File: src/rtl/wss_pkg.sv
package wss_pkg;
    localparam int unsigned WSS_DATA_W = 14;
    localparam int unsigned WSS_CRC_W  = 6;

    typedef enum logic {
        STD_625 = 1'b0,
        STD_525 = 1'b1
    } wss_std_e;
endpackage

File: src/rtl/wss_frame_builder.sv
module wss_frame_builder #(
    parameter int unsigned DATA_W  = wss_pkg::WSS_DATA_W,
    parameter int unsigned CRC_W   = wss_pkg::WSS_CRC_W,
    localparam int unsigned FRAME_W = DATA_W + CRC_W,
    localparam int unsigned CNT_W   = $clog2(FRAME_W + 1)
) (
    input  logic               mode_ntsc,
    input  logic [DATA_W-1:0]  data_i,
    input  logic [CRC_W-1:0]   crc_i,
    output logic [FRAME_W-1:0] frame_o,
    output logic [CNT_W-1:0]   len_o
);
    import wss_pkg::*;

    wss_std_e std_sel;
    assign std_sel = wss_std_e'(mode_ntsc);

    // Frame word: data in the low bits, check bits above, both LSB first
    for (genvar k = 0; k < FRAME_W; k++) begin : g_bit
        if (k < DATA_W) begin : g_data
            assign frame_o[k] = data_i[k];
        end else begin : g_crc
            assign frame_o[k] = (std_sel == STD_525) & crc_i[k-DATA_W];
        end
    end

    localparam logic [CNT_W-1:0] LEN_LONG  = CNT_W'(FRAME_W);
    localparam logic [CNT_W-1:0] LEN_SHORT = CNT_W'(DATA_W);

    always_comb begin
        len_o = (std_sel == STD_525) ? LEN_LONG : LEN_SHORT;
    end
endmodule

File: src/rtl/wss_shift_engine.sv
module wss_shift_engine #(
    parameter int unsigned W = 20
) (
    input  logic         clk,
    input  logic         rst_n,
    input  logic         load,
    input  logic [W-1:0] frame_i,
    input  logic         shift,
    input  logic         clear,
    output logic         lsb_o
);
    typedef struct packed {
        logic [W-1:0] sh;
    } sh_state_t;

    sh_state_t st_d, st_q;

    always_comb begin
        st_d = st_q;
        if (clear) begin
            st_d.sh = '0;
        end else if (load) begin
            st_d.sh = frame_i;
        end else if (shift) begin
            st_d.sh = {1'b0, st_q.sh[W-1:1]};
        end
    end

    always_ff @(posedge clk) begin
        if (!rst_n) begin
            st_q <= '0;
        end else begin
            st_q <= st_d;
        end
    end

    assign lsb_o = st_q.sh[0];

    // a load captures the whole presented frame word
    p_load_capture_r7: assert property (@(posedge clk) disable iff (!rst_n)
        (load && !clear) |=> (st_q.sh == $past(frame_i)));

    // shifting brings zeros into the top, so stale bits never reappear
    p_shift_zero_fill_r3: assert property (@(posedge clk) disable iff (!rst_n)
        (shift && !load && !clear) |=> (st_q.sh[W-1] == 1'b0));

    // a clear leaves the register empty
    p_clear_empty_r10: assert property (@(posedge clk) disable iff (!rst_n)
        clear |=> (st_q.sh == '0));
endmodule

File: src/rtl/wss_bit_counter.sv
module wss_bit_counter #(
    parameter int unsigned MAX_LEN = 20,
    localparam int unsigned CNT_W  = $clog2(MAX_LEN + 1)
) (
    input  logic             clk,
    input  logic             rst_n,
    input  logic             load,
    input  logic [CNT_W-1:0] len_i,
    input  logic             dec,
    input  logic             clear,
    output logic             last_o
);
    typedef struct packed {
        logic [CNT_W-1:0] cnt;
    } cnt_state_t;

    cnt_state_t st_d, st_q;

    always_comb begin
        st_d = st_q;
        if (clear) begin
            st_d.cnt = '0;
        end else if (load) begin
            st_d.cnt = len_i;
        end else if (dec && (st_q.cnt != '0)) begin
            st_d.cnt = st_q.cnt - 1'b1;
        end
    end

    always_ff @(posedge clk) begin
        if (!rst_n) begin
            st_q <= '0;
        end else begin
            st_q <= st_d;
        end
    end

    assign last_o = (st_q.cnt == CNT_W'(1));

    // the control never counts past zero
    p_no_underflow_r6: assert property (@(posedge clk) disable iff (!rst_n)
        dec |-> (st_q.cnt != '0));

    // remaining count stays within the longest frame
    p_count_bound_r4: assert property (@(posedge clk) disable iff (!rst_n)
        st_q.cnt <= CNT_W'(MAX_LEN));

    // a frame is never loaded with zero length
    p_len_nonzero_r5: assert property (@(posedge clk) disable iff (!rst_n)
        load |-> (len_i != '0));
endmodule

File: src/rtl/wss_serializer.sv
module wss_serializer #(
    parameter int unsigned DATA_W  = wss_pkg::WSS_DATA_W,
    parameter int unsigned CRC_W   = wss_pkg::WSS_CRC_W,
    localparam int unsigned FRAME_W = DATA_W + CRC_W,
    localparam int unsigned CNT_W   = $clog2(FRAME_W + 1)
) (
    input  logic              clk,
    input  logic              rst_n,
    input  logic              enable,
    input  logic              mode_ntsc,
    input  logic [DATA_W-1:0] wss_data,
    input  logic [CRC_W-1:0]  wss_crc,
    input  logic              start,
    input  logic              bit_tick,
    output logic              ser_bit,
    output logic              ser_valid,
    output logic              done
);
    typedef struct packed {
        logic busy;
        logic done;
    } ctl_state_t;

    ctl_state_t st_d, st_q;

    logic [FRAME_W-1:0] frame;
    logic [CNT_W-1:0]   frame_len;
    logic               accept, abort, step, finish, last_bit, head_bit;

    wss_frame_builder #(.DATA_W(DATA_W), .CRC_W(CRC_W)) u_build (
        .mode_ntsc (mode_ntsc),
        .data_i    (wss_data),
        .crc_i     (wss_crc),
        .frame_o   (frame),
        .len_o     (frame_len)
    );

    always_comb begin
        accept = enable & start & ~st_q.busy;
        abort  = st_q.busy & ~enable;
        step   = st_q.busy & enable & bit_tick;
        finish = step & last_bit;

        st_d      = st_q;
        st_d.done = finish;
        if (accept) begin
            st_d.busy = 1'b1;
        end else if (abort || finish) begin
            st_d.busy = 1'b0;
        end
    end

    always_ff @(posedge clk) begin
        if (!rst_n) begin
            st_q <= '0;
        end else begin
            st_q <= st_d;
        end
    end

    wss_shift_engine #(.W(FRAME_W)) u_shift (
        .clk     (clk),
        .rst_n   (rst_n),
        .load    (accept),
        .frame_i (frame),
        .shift   (step),
        .clear   (abort | finish),
        .lsb_o   (head_bit)
    );

    wss_bit_counter #(.MAX_LEN(FRAME_W)) u_count (
        .clk    (clk),
        .rst_n  (rst_n),
        .load   (accept),
        .len_i  (frame_len),
        .dec    (step),
        .clear  (abort | finish),
        .last_o (last_bit)
    );

    assign ser_valid = st_q.busy;
    assign ser_bit   = st_q.busy & head_bit;
    assign done      = st_q.done;

    // done lasts a single clock
    p_done_single_r6: assert property (@(posedge clk) disable iff (!rst_n)
        done |=> !done);

    // done only follows the end of an active frame
    p_done_after_frame_r6: assert property (@(posedge clk) disable iff (!rst_n)
        $rose(done) |-> ($past(ser_valid) && !ser_valid));

    // a running frame without a tick keeps going, whatever start does
    p_busy_holds_r8: assert property (@(posedge clk) disable iff (!rst_n)
        (ser_valid && enable && !bit_tick) |=> ser_valid);

    // no tick, no change of the serial bit
    p_bit_stable_r3: assert property (@(posedge clk) disable iff (!rst_n)
        (ser_valid && enable && !bit_tick) |=> $stable(ser_bit));

    // disabled means nothing is sent on the next clock
    p_disable_stops_r9: assert property (@(posedge clk) disable iff (!rst_n)
        !enable |=> !ser_valid);

    // idle output is low
    p_idle_low_r10: assert property (@(posedge clk) disable iff (!rst_n)
        !ser_valid |-> !ser_bit);

    // an accepted start raises valid on the next clock
    p_start_valid_r2: assert property (@(posedge clk) disable iff (!rst_n)
        (enable && start && !ser_valid) |=> ser_valid);
endmodule

File: config.mk
export PLATFORM = sky130hd
export DESIGN_NAME = wss_serializer
export DESIGN_NICKNAME = d
export VERILOG_FILES = /design/src/rtl/wss_pkg.sv /design/src/rtl/wss_frame_builder.sv /design/src/rtl/wss_shift_engine.sv /design/src/rtl/wss_bit_counter.sv /design/src/rtl/wss_serializer.sv
export SDC_FILE = /design/constraint.sdc
export NUM_CORES = 1
export LEC_CHECK = 0
export BUFFER_PORTS_ARGS = -buffer_cell sky130_fd_sc_hd__buf_2
export CORE_MARGIN = 2
export CORE_UTILIZATION = 58
export CTS_CLUSTER_DIAMETER = 100
export CTS_CLUSTER_SIZE = 28
export DETAILED_ROUTE_END_ITERATION = 10
export PLACE_DENSITY = 0.9
export SETUP_SLACK_MARGIN = 0.3
export SLEW_MARGIN = 20
export SYNTH_ARGS = -nofsm -noshare
export SYNTH_HDL_FRONTEND = slang
export SYNTH_HIERARCHICAL = 1
export SYNTH_SLANG_ARGS = --single-unit
File: constraint.sdc
create_clock -name clk -period 3.8 [get_ports clk]
set_input_delay 0.38 -clock clk [delete_from_list [all_inputs] [get_ports clk]]
set_output_delay 0.38 -clock clk [all_outputs]
set_load 0.05 [all_outputs]
* Word-level counts from Yosys, hierarchy flattened *
Cells that the tools add are included.

word-level totals
  register bits after elaboration = 27
  latch bits = 0
  memory bits (writable) = 0
  ROM bits = 0
  bits of input ports = 26
  output and inout bits = 3
  logic and storage cells = 37
  memories kept = 0

operators by class
  add/sub/neg operators = 1
  multipliers = 0
  divide/modulo/power cells = 0
  order comparisons = 0
  equality and inequality tests = 1
  shifts and indexed selects = 0
  multiplexer cells = 7
  bitwise gates (word level) = 17
  reduce and logical (&&, ||, !) cells = 7

operators by type and width
  kind                   number
  $mux W20               2
  $mux W5                3
  $and A1 B1 Y1          13
  $reduce_bool A2 Y1     3
  $eq A5 B1 Y1 const B   1
  $reduce_bool A5 Y1     1
  $sub A5 B1 Y5 const B  1
  $not A1 Y1             3
  $mux W1                2
  $reduce_or A2 Y1       1
  $logic_and A1 B1 Y1    1
  $logic_or A1 B1 Y1     1
  $or A1 B1 Y1           1

* Longest topological paths before layout *
  depth in word-level cells = 6
  depth in mapped cells = 8

* Modules after synthesis *
Netlist, hierarchy kept.

by module, submodules not included
  module             times used  cells each  area an instance (um^2)
  wss_shift_engine   1           89          922.1
  wss_bit_counter    1           39          321.6
  wss_frame_builder  1           27          183.9
  wss_serializer     1           12          96.3

* Worst setup path after synthesis *
Ideal clock, no wire load.

  kind = register to register
  start point = reg st_q, in the netlist ser_valid
  end point = reg u_count/st_q[2] (netlist bit)
  library setup time = 70 ps
  arrival time = 1667 ps
  path slack = 2063 ps
  cell stages (with the launch flop) = 5
  path buffers = 0
  clock period less this slack = 1737 ps
  cells stage by stage = dfxtp_1 -> and3_2 -> nand2_1 -> or3_2 -> a21oi_1

between the ends
  word-level cells in the longest chain between the ends = 5
  elaborated cells between the ends (all ways) = 11
  those cells by class = 1 x mux; 7 x bitwise; 3 x reduce/logical

RTL lines
  what                             line                   RTL
  from (decl)                      wss_serializer.sv:24   ctl_state_t st_d, st_q;
  from (signal assigned)           wss_serializer.sv:57   st_q <= st_d;
  $and A1 B1 Y1 (*) (2 in series)  wss_serializer.sv:41   step = st_q.busy & enable & bit_tick;
  via step                         wss_serializer.sv:28   logic accept, abort, step, finish, last_bit, head_bit;
  $and A1 B1 Y1                    wss_serializer.sv:42   finish = step & last_bit;
  $or A1 B1 Y1                     wss_serializer.sv:77   .clear (abort | finish),
  $reduce_or A2 Y1 (no line)       -
  to (signal assigned)             wss_bit_counter.sv:34  st_q <= st_d;
  to (decl)                        wss_bit_counter.sv:17  cnt_state_t st_d, st_q;

The timed path passes the listed nets; every way through them passes the cells marked *.
A chain may end at the register's enable or synchronous reset.

* Worst setup path in the final report *
  start point = reg u_count/st_q[0] (netlist bit)
  end point = reg u_shift/st_q[14] (netlist bit)

between the ends
  word-level cells in the longest chain between the ends = 4

RTL lines
  what                        line                    RTL
  $eq A5 B1 Y1                wss_bit_counter.sv:38   assign last_o = (st_q.cnt == CNT_W'(1));
  via last_bit                wss_serializer.sv:28
  $and A1 B1 Y1               wss_serializer.sv:42
  $or A1 B1 Y1                wss_serializer.sv:67    .clear (abort | finish),
  $reduce_or A2 Y1 (no line)  -
  to (signal assigned)        wss_shift_engine.sv:33  st_q <= st_d;
  to (decl)                   wss_shift_engine.sv:16  sh_state_t st_d, st_q;

The timed path passes the listed nets, and every way through them passes these cells.

==> summary.md <==
| Metric | Value |
|---|---|
| CTS tree | `done` |
| Standby leakage power | `approximately 0.57 nW` |
| Largest fanout on the critical path | `20` |
| Pin count of the biggest net entering global routing | `32` |
| Share of Yosys cell area claimed by the top area cell type | `~35%` |
| Inserted Diodes | `0` |
| Initial DRC Count | `33` |
| Io pins | `29` |
| Layout net count | `slightly above 200` |
| Setup bufs post-CTS | `0` |
| Clock latency on the worst-skew pair | `between 0.3 and 0.4 ns` |
| Cell type with the highest aggregate area in the netlist | `dfxtp_1` |
| Vias per Instance | `about 5.6` |
| Overall Global Routing Usage | `18.4%` |
| Setup TNS after final layout | `0 ns` |
| Core Region | `about 2500 µm²` |
| Initial antenna violation count | `0` |
| Power per standard cell area | `around 340 nW/µm²` |
| # Max-Cap Violations | `0` |
| Cell count after synthesis | `approximately 170` |
| DRT Pass-1 Iters | `4` |
| GRT overflow | `0` |
| Startpoint-to-endpoint class of the critical path | `reg -> reg` |
| Max Freq | `roughly 0.46 GHz` |
| Clock tree sinks | `27` |
| Number of buffers inserted by port buffering | `28` |
| Warnings from Yosys | `6` |
| # resized after CTS | `0` |
| Sum of met2 wire segment lengths after detailed routing | `~1300 µm` |
| Total length of routed wires | `about 2800 µm` |
| Maximum vdd drop | `approximately 0.24 mV` |
| Launching element of the worst setup path | `u_count/st_q[0]` |
| Met3 wirelength from detailed routing | `between 100 and 150 µm` |
| Maximum buffer depth of the clock tree | `2` |
| Max-slew headroom at the worst pin | `between 40% and 50%` |
| Number of setup violations in the final report | `0` |
| Depth of the CTS H-tree | `1` |
| GPL Wtd Cong | `about 0.80` |
| Crit path required time | `roughly 4 ns` |
| Area added between synthesis and finish | `2.22%` |
| Post-synthesis sequential area ratio | `~35%` |
| Period minus WS final | `around 2.2 ns` |
| Highest metal layer used by the detailed router | `met3` |
| Synth Register Bits | `27` |
| Estimated wirelength of the detail-placed design | `a little under 2000 µm` |
| Height of the chip | `around 55 µm` |
| Initial cell density of the core | `around 60%` |
| Chip width | `55.3 µm` |
| Synth Net Count | `approximately 200` |
| Fraction of layout instances using a drive strength above 1 | `a little under a quarter` |
| Startpoint types | `flip-flop` |
| Vias in the first global route | `1092` |
| Source of the worst hold timing path | `bit_tick` |
| Worst setup skew after layout | `roughly 0.0047 ns` |
| Run status | `completed` |
| Most common library cell in the layout ignoring fill and taps | `buf_2` |
| Post-synth design cell area | `~1500 µm²` |
| Overall via count from detail_route | `1138` |
| Die Footprint | `approximately 3100 µm²` |
| Final Hold Vio Count | `0` |
| Data arrival at the endpoint of the critical path | `between 2 and 2.5 ns` |
| Most frequent cells in the layout | `buf_2, dfxtp_1, nor2b_1, a211oi_1, mux2i_1` |
| Startpoint of the worst-slack reg-to-reg timing path | `u_count/st_q[0]` |
| Setup repair after global routing missed its margin | `no` |
| Final max-slew violation count | `0` |
| Drt drc | `0` |
| Wire length of the first global-routing pass | `~4600 µm` |
| Clk root buf | `clkbuf_4` |
| Dominant cells by area after synthesis | `dfxtp_1, mux2i_1, a211oi_1, buf_4, nor2b_1` |
| Routed length per placed instance | `~14 µm` |
| Post-CTS clock slew at the launch and capture registers of the worst setup and hold paths | `roughly 0.15 ns` |
| Pin slew with the least headroom to its limit | `around 0.77 ns` |
| Number of distinct library cells after synthesis | `35` |
| Post-Route M1 WL | `1340 µm` |
| Share of the cycle needed by the critical path after routing | `57.5%` |
| Antenna-violating nets left | `0` |
| Average cell area after synthesis | `a little over 9 µm²` |
| Row count | `18` |
| Clock buffers created by TritonCTS | `3` |
| Capturing element type of the critical path | `flip-flop` |
| Hold crit path type | `in -> reg` |
| Total of fill cells in the finished design | `~220` |
| Total power | `between 0.5 and 0.6 mW` |
| Hold buffer count at CTS | `0` |
## where the power goes
| group | switching (mW) | internal (mW) | total (mW) | leakage, nW |
|---|---|---|---|---|
| clock | 0.0865 | 0.0402 | 0.127 | 0.0139 |
| combinational | 0.0467 | 0.0407 | 0.0874 | 0.336 |
| sequential | 0.0128 | 0.301 | 0.314 | 0.222 |
| total | 0.146 | 0.382 | 0.528 | 0.572 |
## critical path, cell delays in order, from the launching register on
cell,delay [ns]
dfxtp_1,0.42
ha_1,0.16
nor4b_1,0.31
nand2_1,0.12
a21boi_0,0.28
nand2b_1,0.66
a211oi_1,0.11
## metrics by stage
stage               setup WS (ns)  utilization, %  instances  hold slack [ns]  cell area, µm²
floorplan                    2.06               -        167            0.488            1520
global placement             1.77            61.7        200            0.521            1530
detailed placement           1.65            61.7        200            0.542            1530
CTS                          1.61            62.9        204            0.256            1560
global route                 1.33            62.9        204            0.265            1560
finish                       1.61            62.9        204            0.261            1560
## final cells by class
class | count | area, µm² | share of cell area (%)
repair buffers | 29 | 148 | 9.48
clock inverters | 1 | 7.51 | 0.482
clock buffers | 3 | 22.5 | 1.45
well taps | 30 | 37.5 | 2.41
flip-flops and latches | 27 | 541 | 34.7
multi-input cells | 109 | 783 | 50.3
inverters | 5 | 18.8 | 1.20
## metal layers
layer | up-vias | global-route usage, %
met1 | 522 | 22.3
met4 | 0 | 4.53
met5 | - | 0
li1 | 588 | -
met2 | 28 | 33.0
met3 | 0 | 3.75
## path summary, 6_finish.rpt
check	slack [ns]	end	depth (start not counted)
setup / recovery	1.61	u_shift/st_q[14]	6
hold / removal	0.26	ser_valid	2
setup reg to reg	1.61	u_shift/st_q[14]	6
hold reg to reg	0.57	u_shift/st_q[0]	2
## sequential cells by signal, indices dropped and copies added (netlist names)
name          count
ser_valid         1
done              1
u_shift/st_q     20
u_count/st_q      5
## cells by family after synthesis
family	count (synthesis)	share of synthesized area, %
AOI/OAI and AO/OA	33	15.4
muxes	19	12.5
other	2	0.493
adders and majority gates	2	1.64
DFF	27	35.5
and+or+nand+nor	53	21.3
buffers and inverters	31	13.1
## synthesized netlist by cell type
cell type	number
a21oi_1	4
buf_6	2
o311ai_0	1
nor3_1	3
inv_2	1
or4b_4	1
buf_1	1
nand4_1	1
clkbuf_1	4
o211ai_1	1
nor2_1	4
and3_2	1
or3_2	1
a2111o_1	1
a311oi_1	1
and4_2	2
nand3_1	3
and2_2	1
buf_4	18
conb_1	2
dfxtp_1	27
a211oi_1	20
inv_1	4
nand2_1	5
nor4b_1	1
and2_1	6
buf_2	1
mux2i_1	19
or3b_1	1
o21ai_0	3
nand2b_1	2
a21boi_0	1
ha_1	2
nor2b_1	21
a31oi_1	1
Power figures use the tool's default switching activity.
